--- config.mk ---
export PLATFORM = sky130hd
export DESIGN_NAME = rename_unit
export DESIGN_NICKNAME = d
export VERILOG_FILES = /design/src/rtl/rn_pkg.sv /design/src/rtl/rn_freelist.sv /design/src/rtl/rn_specmap.sv /design/src/rtl/rn_ckpt.sv /design/src/rtl/rename_unit.sv
export SDC_FILE = /design/constraint.sdc
export NUM_CORES = 1
export LEC_CHECK = 0
export BUFFER_PORTS_ARGS = -buffer_cell sky130_fd_sc_hd__buf_2
export CAP_MARGIN = 0
export CORE_MARGIN = 5
export CORE_UTILIZATION = 45
export DETAILED_ROUTE_END_ITERATION = 6
export PLACE_DENSITY = 0.65
export SLEW_MARGIN = 15
export SYNTH_ARGS = -nofsm -noshare
export SYNTH_HDL_FRONTEND = slang
export SYNTH_SLANG_ARGS = --single-unit
--- constraint.sdc ---
create_clock -name clk -period 5.8 [get_ports clk]
set_input_delay 1.16 -clock clk [delete_from_list [all_inputs] [get_ports clk]]
set_output_delay 1.16 -clock clk [all_outputs]
set_load 0.03 [all_outputs]
--- src/rtl/rn_pkg.sv ---
package rn_pkg;

   typedef enum logic [1:0] {
      RCV_NONE   = 2'd0,
      RCV_BRANCH = 2'd1,
      RCV_EXCEPT = 2'd2
   } recover_e;

endpackage

--- src/rtl/rn_freelist.sv ---
module rn_freelist
   import rn_pkg::*;
#(
   parameter int NUM_LOG  = 6,
   parameter int NUM_PHYS = 10,
   parameter int GROUP    = 2,
   parameter int PW       = 4,
   parameter int CW       = 4
) (
   input  logic                          clk,
   input  logic                          rst_n,
   input  logic                          fire,
   input  logic [GROUP-1:0]              dst_valid,
   input  logic                          rel_valid,
   input  logic [PW-1:0]                 rel_id,
   input  recover_e                      rcv,
   input  logic [NUM_PHYS-1:0]           cmap_used,
   input  logic [NUM_PHYS-1:0]           snap_free,
   output logic [GROUP-1:0][PW-1:0]      alloc_id,
   output logic [CW-1:0]                 free_cnt,
   output logic [NUM_PHYS-1:0]           rel_mask,
   output logic [NUM_PHYS-1:0]           free_q,
   output logic [NUM_PHYS-1:0]           free_post
);

   logic [NUM_PHYS-1:0] avail;
   logic [NUM_PHYS-1:0] free_d;

   // lowest-numbered free register per slot, consumed in slot order
   always_comb begin
      avail = free_q;
      for (int s = 0; s < GROUP; s++) begin
         alloc_id[s] = '0;
         for (int p = NUM_PHYS - 1; p >= 0; p--) begin
            if (avail[p]) alloc_id[s] = PW'(p);
         end
         if (dst_valid[s]) avail[alloc_id[s]] = 1'b0;
      end
   end

   always_comb begin
      rel_mask = '0;
      if (rel_valid) rel_mask[rel_id] = 1'b1;
   end

   assign free_post = (fire ? avail : free_q) | rel_mask;
   assign free_cnt  = CW'($countones(free_q));

   always_comb begin
      unique case (rcv)
         RCV_EXCEPT: free_d = ~cmap_used;
         RCV_BRANCH: free_d = snap_free | rel_mask;
         default:    free_d = free_post;
      endcase
   end

   always_ff @(posedge clk or negedge rst_n) begin
      if (!rst_n) begin
         for (int p = 0; p < NUM_PHYS; p++) free_q[p] <= (p >= NUM_LOG);
      end else begin
         free_q <= free_d;
      end
   end

endmodule

--- src/rtl/rn_specmap.sv ---
module rn_specmap
   import rn_pkg::*;
#(
   parameter int NUM_LOG = 6,
   parameter int GROUP   = 2,
   parameter int LW      = 3,
   parameter int PW      = 4
) (
   input  logic                          clk,
   input  logic                          rst_n,
   input  logic                          fire,
   input  logic [GROUP-1:0]              dst_valid,
   input  logic [GROUP-1:0][LW-1:0]      dst,
   input  logic [GROUP-1:0][LW-1:0]      src1,
   input  logic [GROUP-1:0][LW-1:0]      src2,
   input  logic [GROUP-1:0][PW-1:0]      alloc_id,
   input  recover_e                      rcv,
   input  logic [NUM_LOG-1:0][PW-1:0]    cmap_nxt,
   input  logic [NUM_LOG-1:0][PW-1:0]    snap_map,
   output logic [GROUP-1:0][PW-1:0]      psrc1,
   output logic [GROUP-1:0][PW-1:0]      psrc2,
   output logic [GROUP-1:0][PW-1:0]      pold,
   output logic [NUM_LOG-1:0][PW-1:0]    map_q,
   output logic [NUM_LOG-1:0][PW-1:0]    map_post
);

   logic [NUM_LOG-1:0][PW-1:0] walk;
   logic [NUM_LOG-1:0][PW-1:0] map_d;

   // slots walk the map in order so later slots see earlier writes
   always_comb begin
      walk = map_q;
      for (int s = 0; s < GROUP; s++) begin
         psrc1[s] = walk[src1[s]];
         psrc2[s] = walk[src2[s]];
         pold[s]  = walk[dst[s]];
         if (dst_valid[s]) walk[dst[s]] = alloc_id[s];
      end
      map_post = walk;
   end

   always_comb begin
      unique case (rcv)
         RCV_EXCEPT: map_d = cmap_nxt;
         RCV_BRANCH: map_d = snap_map;
         default:    map_d = fire ? map_post : map_q;
      endcase
   end

   always_ff @(posedge clk or negedge rst_n) begin
      if (!rst_n) begin
         for (int l = 0; l < NUM_LOG; l++) map_q[l] <= PW'(l);
      end else begin
         map_q <= map_d;
      end
   end

endmodule

--- src/rtl/rn_ckpt.sv ---
module rn_ckpt #(
   parameter int NUM_LOG  = 6,
   parameter int NUM_PHYS = 10,
   parameter int PW       = 4,
   parameter int NUM_CKPT = 2,
   parameter int KW       = 2
) (
   input  logic                          clk,
   input  logic                          rst_n,
   input  logic                          push,
   input  logic [NUM_LOG-1:0][PW-1:0]    push_map,
   input  logic [NUM_PHYS-1:0]           push_free,
   input  logic                          pop,
   input  logic                          clear,
   input  logic [NUM_PHYS-1:0]           rel_mask,
   output logic [NUM_LOG-1:0][PW-1:0]    head_map,
   output logic [NUM_PHYS-1:0]           head_free,
   output logic [KW-1:0]                 cnt_q
);

   logic [NUM_LOG-1:0][PW-1:0] map_q  [NUM_CKPT];
   logic [NUM_LOG-1:0][PW-1:0] map_d  [NUM_CKPT];
   logic [NUM_PHYS-1:0]        free_q [NUM_CKPT];
   logic [NUM_PHYS-1:0]        free_d [NUM_CKPT];
   logic [KW-1:0]              cnt_d;

   // slot 0 holds the oldest snapshot; entries shift down on resolve
   always_comb begin
      cnt_d = cnt_q;
      for (int k = 0; k < NUM_CKPT; k++) begin
         map_d[k]  = map_q[k];
         free_d[k] = free_q[k] | rel_mask;
      end
      if (clear) begin
         cnt_d = '0;
      end else begin
         if (pop && (cnt_q != '0)) begin
            for (int k = 0; k < NUM_CKPT - 1; k++) begin
               map_d[k]  = map_d[k+1];
               free_d[k] = free_d[k+1];
            end
            cnt_d = cnt_d - KW'(1);
         end
         if (push && (cnt_d < KW'(NUM_CKPT))) begin
            map_d[cnt_d]  = push_map;
            free_d[cnt_d] = push_free;
            cnt_d         = cnt_d + KW'(1);
         end
      end
   end

   for (genvar k = 0; k < NUM_CKPT; k++) begin : g_entry
      always_ff @(posedge clk or negedge rst_n) begin
         if (!rst_n) begin
            map_q[k]  <= '0;
            free_q[k] <= '0;
         end else begin
            map_q[k]  <= map_d[k];
            free_q[k] <= free_d[k];
         end
      end
   end

   always_ff @(posedge clk or negedge rst_n) begin
      if (!rst_n) cnt_q <= '0;
      else        cnt_q <= cnt_d;
   end

   assign head_map  = map_q[0];
   assign head_free = free_q[0];

endmodule

--- src/rtl/rename_unit.sv ---
module rename_unit
   import rn_pkg::*;
#(
   parameter int NUM_LOG  = 6,
   parameter int NUM_PHYS = 10,
   parameter int GROUP    = 2,
   parameter int NUM_CKPT = 2,
   localparam int LW      = (NUM_LOG  > 1) ? $clog2(NUM_LOG)  : 1,
   localparam int PW      = (NUM_PHYS > 1) ? $clog2(NUM_PHYS) : 1,
   localparam int CW      = $clog2(NUM_PHYS + 1),
   localparam int KW      = $clog2(NUM_CKPT + 1)
) (
   input  logic                  clk,
   input  logic                  rst_n,
   input  logic                  ren_valid,
   input  logic [GROUP-1:0]      ren_dst_valid,
   input  logic [GROUP*LW-1:0]   ren_dst,
   input  logic [GROUP*LW-1:0]   ren_src1,
   input  logic [GROUP*LW-1:0]   ren_src2,
   input  logic                  ren_branch,
   output logic                  ren_ready,
   output logic [GROUP*PW-1:0]   ren_psrc1,
   output logic [GROUP*PW-1:0]   ren_psrc2,
   output logic [GROUP*PW-1:0]   ren_pdst,
   output logic [GROUP*PW-1:0]   ren_pold,
   input  logic                  cmt_valid,
   input  logic [LW-1:0]         cmt_ldst,
   input  logic [PW-1:0]         cmt_pdst,
   input  logic [PW-1:0]         cmt_pold,
   input  logic                  br_resolve,
   input  logic                  br_mispredict,
   input  logic                  exc_flush
);

   if (NUM_PHYS < NUM_LOG + GROUP) begin : g_bad_phys
      $error("rename_unit: NUM_PHYS must cover NUM_LOG plus one group");
   end
   if (NUM_CKPT < 1 || GROUP < 1) begin : g_bad_count
      $error("rename_unit: NUM_CKPT and GROUP must be at least 1");
   end

   logic [GROUP-1:0][LW-1:0]   dst_a, src1_a, src2_a;
   logic [GROUP-1:0][PW-1:0]   psrc1_a, psrc2_a, pold_a, alloc_a;
   logic [NUM_LOG-1:0][PW-1:0] map_q, map_post, snap_map;
   logic [NUM_LOG-1:0][PW-1:0] cmap_q, cmap_nxt;
   logic [NUM_PHYS-1:0]        cmap_used, free_q, free_post, snap_free, rel_mask;
   logic [CW-1:0]              free_cnt, need_cnt;
   logic [KW-1:0]              ck_cnt;
   logic                       fire, recovering;
   recover_e                   rcv;

   assign dst_a     = ren_dst;
   assign src1_a    = ren_src1;
   assign src2_a    = ren_src2;
   assign ren_psrc1 = psrc1_a;
   assign ren_psrc2 = psrc2_a;
   assign ren_pold  = pold_a;
   assign ren_pdst  = alloc_a;

   always_comb begin
      if (exc_flush)                                        rcv = RCV_EXCEPT;
      else if (br_resolve && br_mispredict && ck_cnt != '0) rcv = RCV_BRANCH;
      else                                                  rcv = RCV_NONE;
   end
   assign recovering = (rcv != RCV_NONE);

   assign need_cnt  = CW'($countones(ren_dst_valid));
   assign ren_ready = !recovering && (free_cnt >= need_cnt) &&
                      !(ren_branch && ck_cnt == KW'(NUM_CKPT));
   assign fire      = ren_valid && ren_ready;

   // committed map: retire order, applied before any recovery this cycle
   always_comb begin
      cmap_nxt = cmap_q;
      if (cmt_valid) cmap_nxt[cmt_ldst] = cmt_pdst;
      cmap_used = '0;
      for (int l = 0; l < NUM_LOG; l++) cmap_used[cmap_nxt[l]] = 1'b1;
   end

   always_ff @(posedge clk or negedge rst_n) begin
      if (!rst_n) begin
         for (int l = 0; l < NUM_LOG; l++) cmap_q[l] <= PW'(l);
      end else begin
         cmap_q <= cmap_nxt;
      end
   end

   rn_freelist #(
      .NUM_LOG(NUM_LOG), .NUM_PHYS(NUM_PHYS), .GROUP(GROUP), .PW(PW), .CW(CW)
   ) u_free (
      .clk(clk), .rst_n(rst_n), .fire(fire), .dst_valid(ren_dst_valid),
      .rel_valid(cmt_valid), .rel_id(cmt_pold), .rcv(rcv),
      .cmap_used(cmap_used), .snap_free(snap_free), .alloc_id(alloc_a),
      .free_cnt(free_cnt), .rel_mask(rel_mask), .free_q(free_q),
      .free_post(free_post)
   );

   rn_specmap #(
      .NUM_LOG(NUM_LOG), .GROUP(GROUP), .LW(LW), .PW(PW)
   ) u_map (
      .clk(clk), .rst_n(rst_n), .fire(fire), .dst_valid(ren_dst_valid),
      .dst(dst_a), .src1(src1_a), .src2(src2_a), .alloc_id(alloc_a),
      .rcv(rcv), .cmap_nxt(cmap_nxt), .snap_map(snap_map),
      .psrc1(psrc1_a), .psrc2(psrc2_a), .pold(pold_a),
      .map_q(map_q), .map_post(map_post)
   );

   rn_ckpt #(
      .NUM_LOG(NUM_LOG), .NUM_PHYS(NUM_PHYS), .PW(PW),
      .NUM_CKPT(NUM_CKPT), .KW(KW)
   ) u_ckpt (
      .clk(clk), .rst_n(rst_n), .push(fire && ren_branch),
      .push_map(map_post), .push_free(free_post),
      .pop(br_resolve && !br_mispredict), .clear(recovering),
      .rel_mask(rel_mask), .head_map(snap_map), .head_free(snap_free),
      .cnt_q(ck_cnt)
   );

endmodule

==> results.json <==
{
  "status": "finished, violations left",
  "violations": "DRC",
  "path_cells": "inv_1 > ha_1 > fa_1 > inv_1 > fa_1 > inv_1 > fa_1 > inv_1 > fa_1 > inv_1 > ha_1 > a211o_1 > o211a_1 > buf_2",
  "pin_count": 72,
  "avgSynthCellArea_um2": 9.00,
  "clock_latency_ns": 0.42,
  "synth_warnings": 0,
  "drv_cap": 0,
  "cp.arrival_ns": 4.44,
  "min_period_ns": 5.60,
  "grt.busiest_layer": "met2",
  "cts.sinks": 128,
  "worstPathRequired_ns": 4.64,
  "synthToLayoutAreaGrowth_pct": 14.0,
  "ir_drop_mv": 1.37,
  "first_global_vias": 8315,
  "path_max_fanout": 7,
  "fin_skew_ns": 0.00587,
  "ys_ff_latch": 128,
  "grt_max_degree": 51,
  "max_freq_mhz": 178,
  "worst-path-buf-inv": 6,
  "coreArea_um2": 19700,
  "globalplace.congestion": 0.952,
  "grt_pass1_wl_mm": 49.4,
  "die_area_um2": 23000,
  "clockBufferDepth": 2,
  "portBuffers": 71,
  "finalCoreUtilization_pct": 52.5,
  "slew_headroom_pct": 39.1,
  "hp-class": "flip-flop to flip-flop",
  "drc": 4,
  "final_cell_mix": "dfrtp_1 (110), nand2_1 (101), o21ai_0 (80)",
  "maxSlewViolCount": 0,
  "grt.met2_usage_pct": 42.9,
  "setup_viol": 0,
  "vias": 8839,
  "cts_buffers": 17,
  "path_clk_slew_ns": 0.06,
  "p_leak_nw": 4.32,
  "dpl.cell_count": 1303,
  "synthesis.nets": 1067,
  "start_kind": "flip-flop",
  "root_buffer": "clkbuf_16",
  "grt_overflow": 0,
  "synthArstFlopShare_pct": 100,
  "tightest_slew_ns": 0.907,
  "crit_top_cell": "inv_1",
  "grt_usage_pct": 28.2,
  "drtIter0Drc": 1085,
  "dp_hpwl_mm": 23.7,
  "mappedNetlistArea_um2": 9040,
  "detail_route.wirelength_mm": 32.0,
  "final_common_cell": "dfrtp_1",
  "synth_edf_count": 0,
  "critPathKind": "flip-flop to primary output",
  "tns_ns": 0,
  "h-tree-depth": 4,
  "timing.final.crit_share_pct": 96.6,
  "cts_tree": "yes",
  "grt_use_met1_pct": 40.3,
  "row_count": 51,
  "finalPower_w": 0.00650,
  "synthFlopType": "dfrtp_1",
  "powerDensity_nw_per_um2": 631,
  "slowest_stage": "dfstp_2",
  "n_antenna_cell": 0,
  "ant_nets": 0,
  "drive_above_1_share_pct": 19.8,
  "slowest_delay_ns": 0.60,
  "die_h_um": 152,
  "antenna_found_initial": 0,
  "final_nets": 1119,
  "yosysSeqAreaShare_pct": 35.7,
  "finalHoldViolCount": 0,
  "crit_family": "adder cells",
  "viasPerCell": 6.62,
  "synth_cell_type_count": 83,
  "die_w_um": 152,
  "stdcell_count": 1335,
  "postCtsSetupBuffers": 0,
  "initial_utilization_pct": 46.0,
  "fillers": 1853,
  "synthCells": 1005,
  "grt_use_met3_pct": 4.88,
  "routedWlPerCell_um": 24.0,
  "critPathCaptureType": "primary output",
  "grt_setup_unrepaired": "false",
  "drt_first_pass_iters": 7
}
-- layout make-up --
| cell class | instances | area (um^2) | area share [%] |
|---|---|---|---|
| Clock inverter | 14 | 213 | 2.06 |
| Sequential cell | 128 | 3230 | 31.3 |
| Inverter | 48 | 180 | 1.75 |
| Clock buffer | 18 | 439 | 4.26 |
| Multi-Input combinational cell | 771 | 5400 | 52.4 |
| Timing Repair Buffer | 91 | 520 | 5.05 |
| Tap cell | 265 | 332 | 3.21 |
-- synthesized netlist by cell type (6+ instances only) --
master | number | area share (%)
dfstp_2 | 18 | 5.2
dfrtp_1 | 110 | 30
o22ai_1 | 43 | 3.0
fa_1 | 6 | 1.3
a221o_1 | 18 | 2.0
a32oi_1 | 13 | 1.3
clkbuf_1 | 39 | 1.6
o221ai_1 | 7 | 0.68
o21a_1 | 11 | 0.91
a222oi_1 | 6 | 0.66
mux2i_1 | 55 | 6.1
nor2_1 | 74 | 3.1
inv_1 | 46 | 1.9
nand3_1 | 17 | 0.94
ha_1 | 17 | 2.4
nand3b_1 | 6 | 0.50
nor3_1 | 26 | 1.4
mux4_2 | 16 | 4.0
nor2b_1 | 10 | 0.69
buf_2 | 10 | 0.55
o21ai_2 | 6 | 0.58
mux2_2 | 19 | 2.4
o21ai_0 | 80 | 4.4
a211oi_1 | 16 | 1.3
a21oi_1 | 65 | 3.6
a31oi_1 | 10 | 0.69
o211ai_1 | 7 | 0.58
o21ai_1 | 17 | 0.94
nand2b_1 | 19 | 1.3
nand2_1 | 101 | 4.2
-- per-layer routing --
metal  up-vias  wire, um  part of all wire (%)
met3        86      3060                   9.6
met4         0      1080                   3.4
met1      4335     13400                    42
li1       3909         -                     -
met5         -         0                     0
met2       509     14500                    45
-- kinds of logic after synthesis --
group                    after synthesis  share of synthesized area (%)
buffers and inverters                106                           4.87
multiplexers                          90                           12.4
AO/OA/AOI/OAI                        354                           26.3
adder cells (fa/ha/maj)               24                           3.79
flip-flops                           128                           35.7
XOR/XNOR                               2                          0.194
AND/OR/NAND/NOR                      301                           16.7
-- per-stage QoR --
step / hold slack (ns) / instance area, um^2 / setup WS, ns
after floorplan: 0.450 / 9040 / 0.846
after global placement: 0.466 / 9650 / 0.329
after detailed placement: 0.473 / 9650 / 0.277
after CTS: 0.487 / 10300 / 0.177
after global routing: 0.511 / 10300 / 0.0187
final: 0.486 / 10300 / 0.197
-- worst paths after layout --
path | startpoint | to | slack [ns] | depth (start not counted)
worst max-delay path | u_free.free_q[7] | ren_ready | 0.20 | 14
worst min-delay path | flip-flop | flip-flop | 0.49 | 2
worst max register to register | u_free.free_q[7] | u_ckpt.head_free[7] | 0.39 | 20
worst min register to register | flip-flop | flip-flop | 0.49 | 2
max in group asynchronous | rst_n | u_map.map_q[10] | 4.01 | 2
min in group asynchronous | rst_n | cmap_q[11] | 0.72 | 1
-- power by group --
part	leakage, nW	switching (W)	internal [W]
logic	2.47	0.00235	0.00133
clock network	0.320	0.000416	0.000773
registers	1.53	0.000357	0.00128
total	4.32	0.00312	0.00338
-- timing repair --
item,in CTS,in global routing
setup endpoints to repair,0,5
gates resized for setup,0,2
hold buffers,0,0
-- worst reg2reg max path: cells and delay by family (launching register included) --
kind / cells / cell delay, ns
fa+ha+maj: 6 / 2.35
flops: 1 / 0.60
buf+inv: 7 / 0.96
simple gates: 3 / 0.42
compound gates: 4 / 0.92
Power figures use the tool's default switching activity.
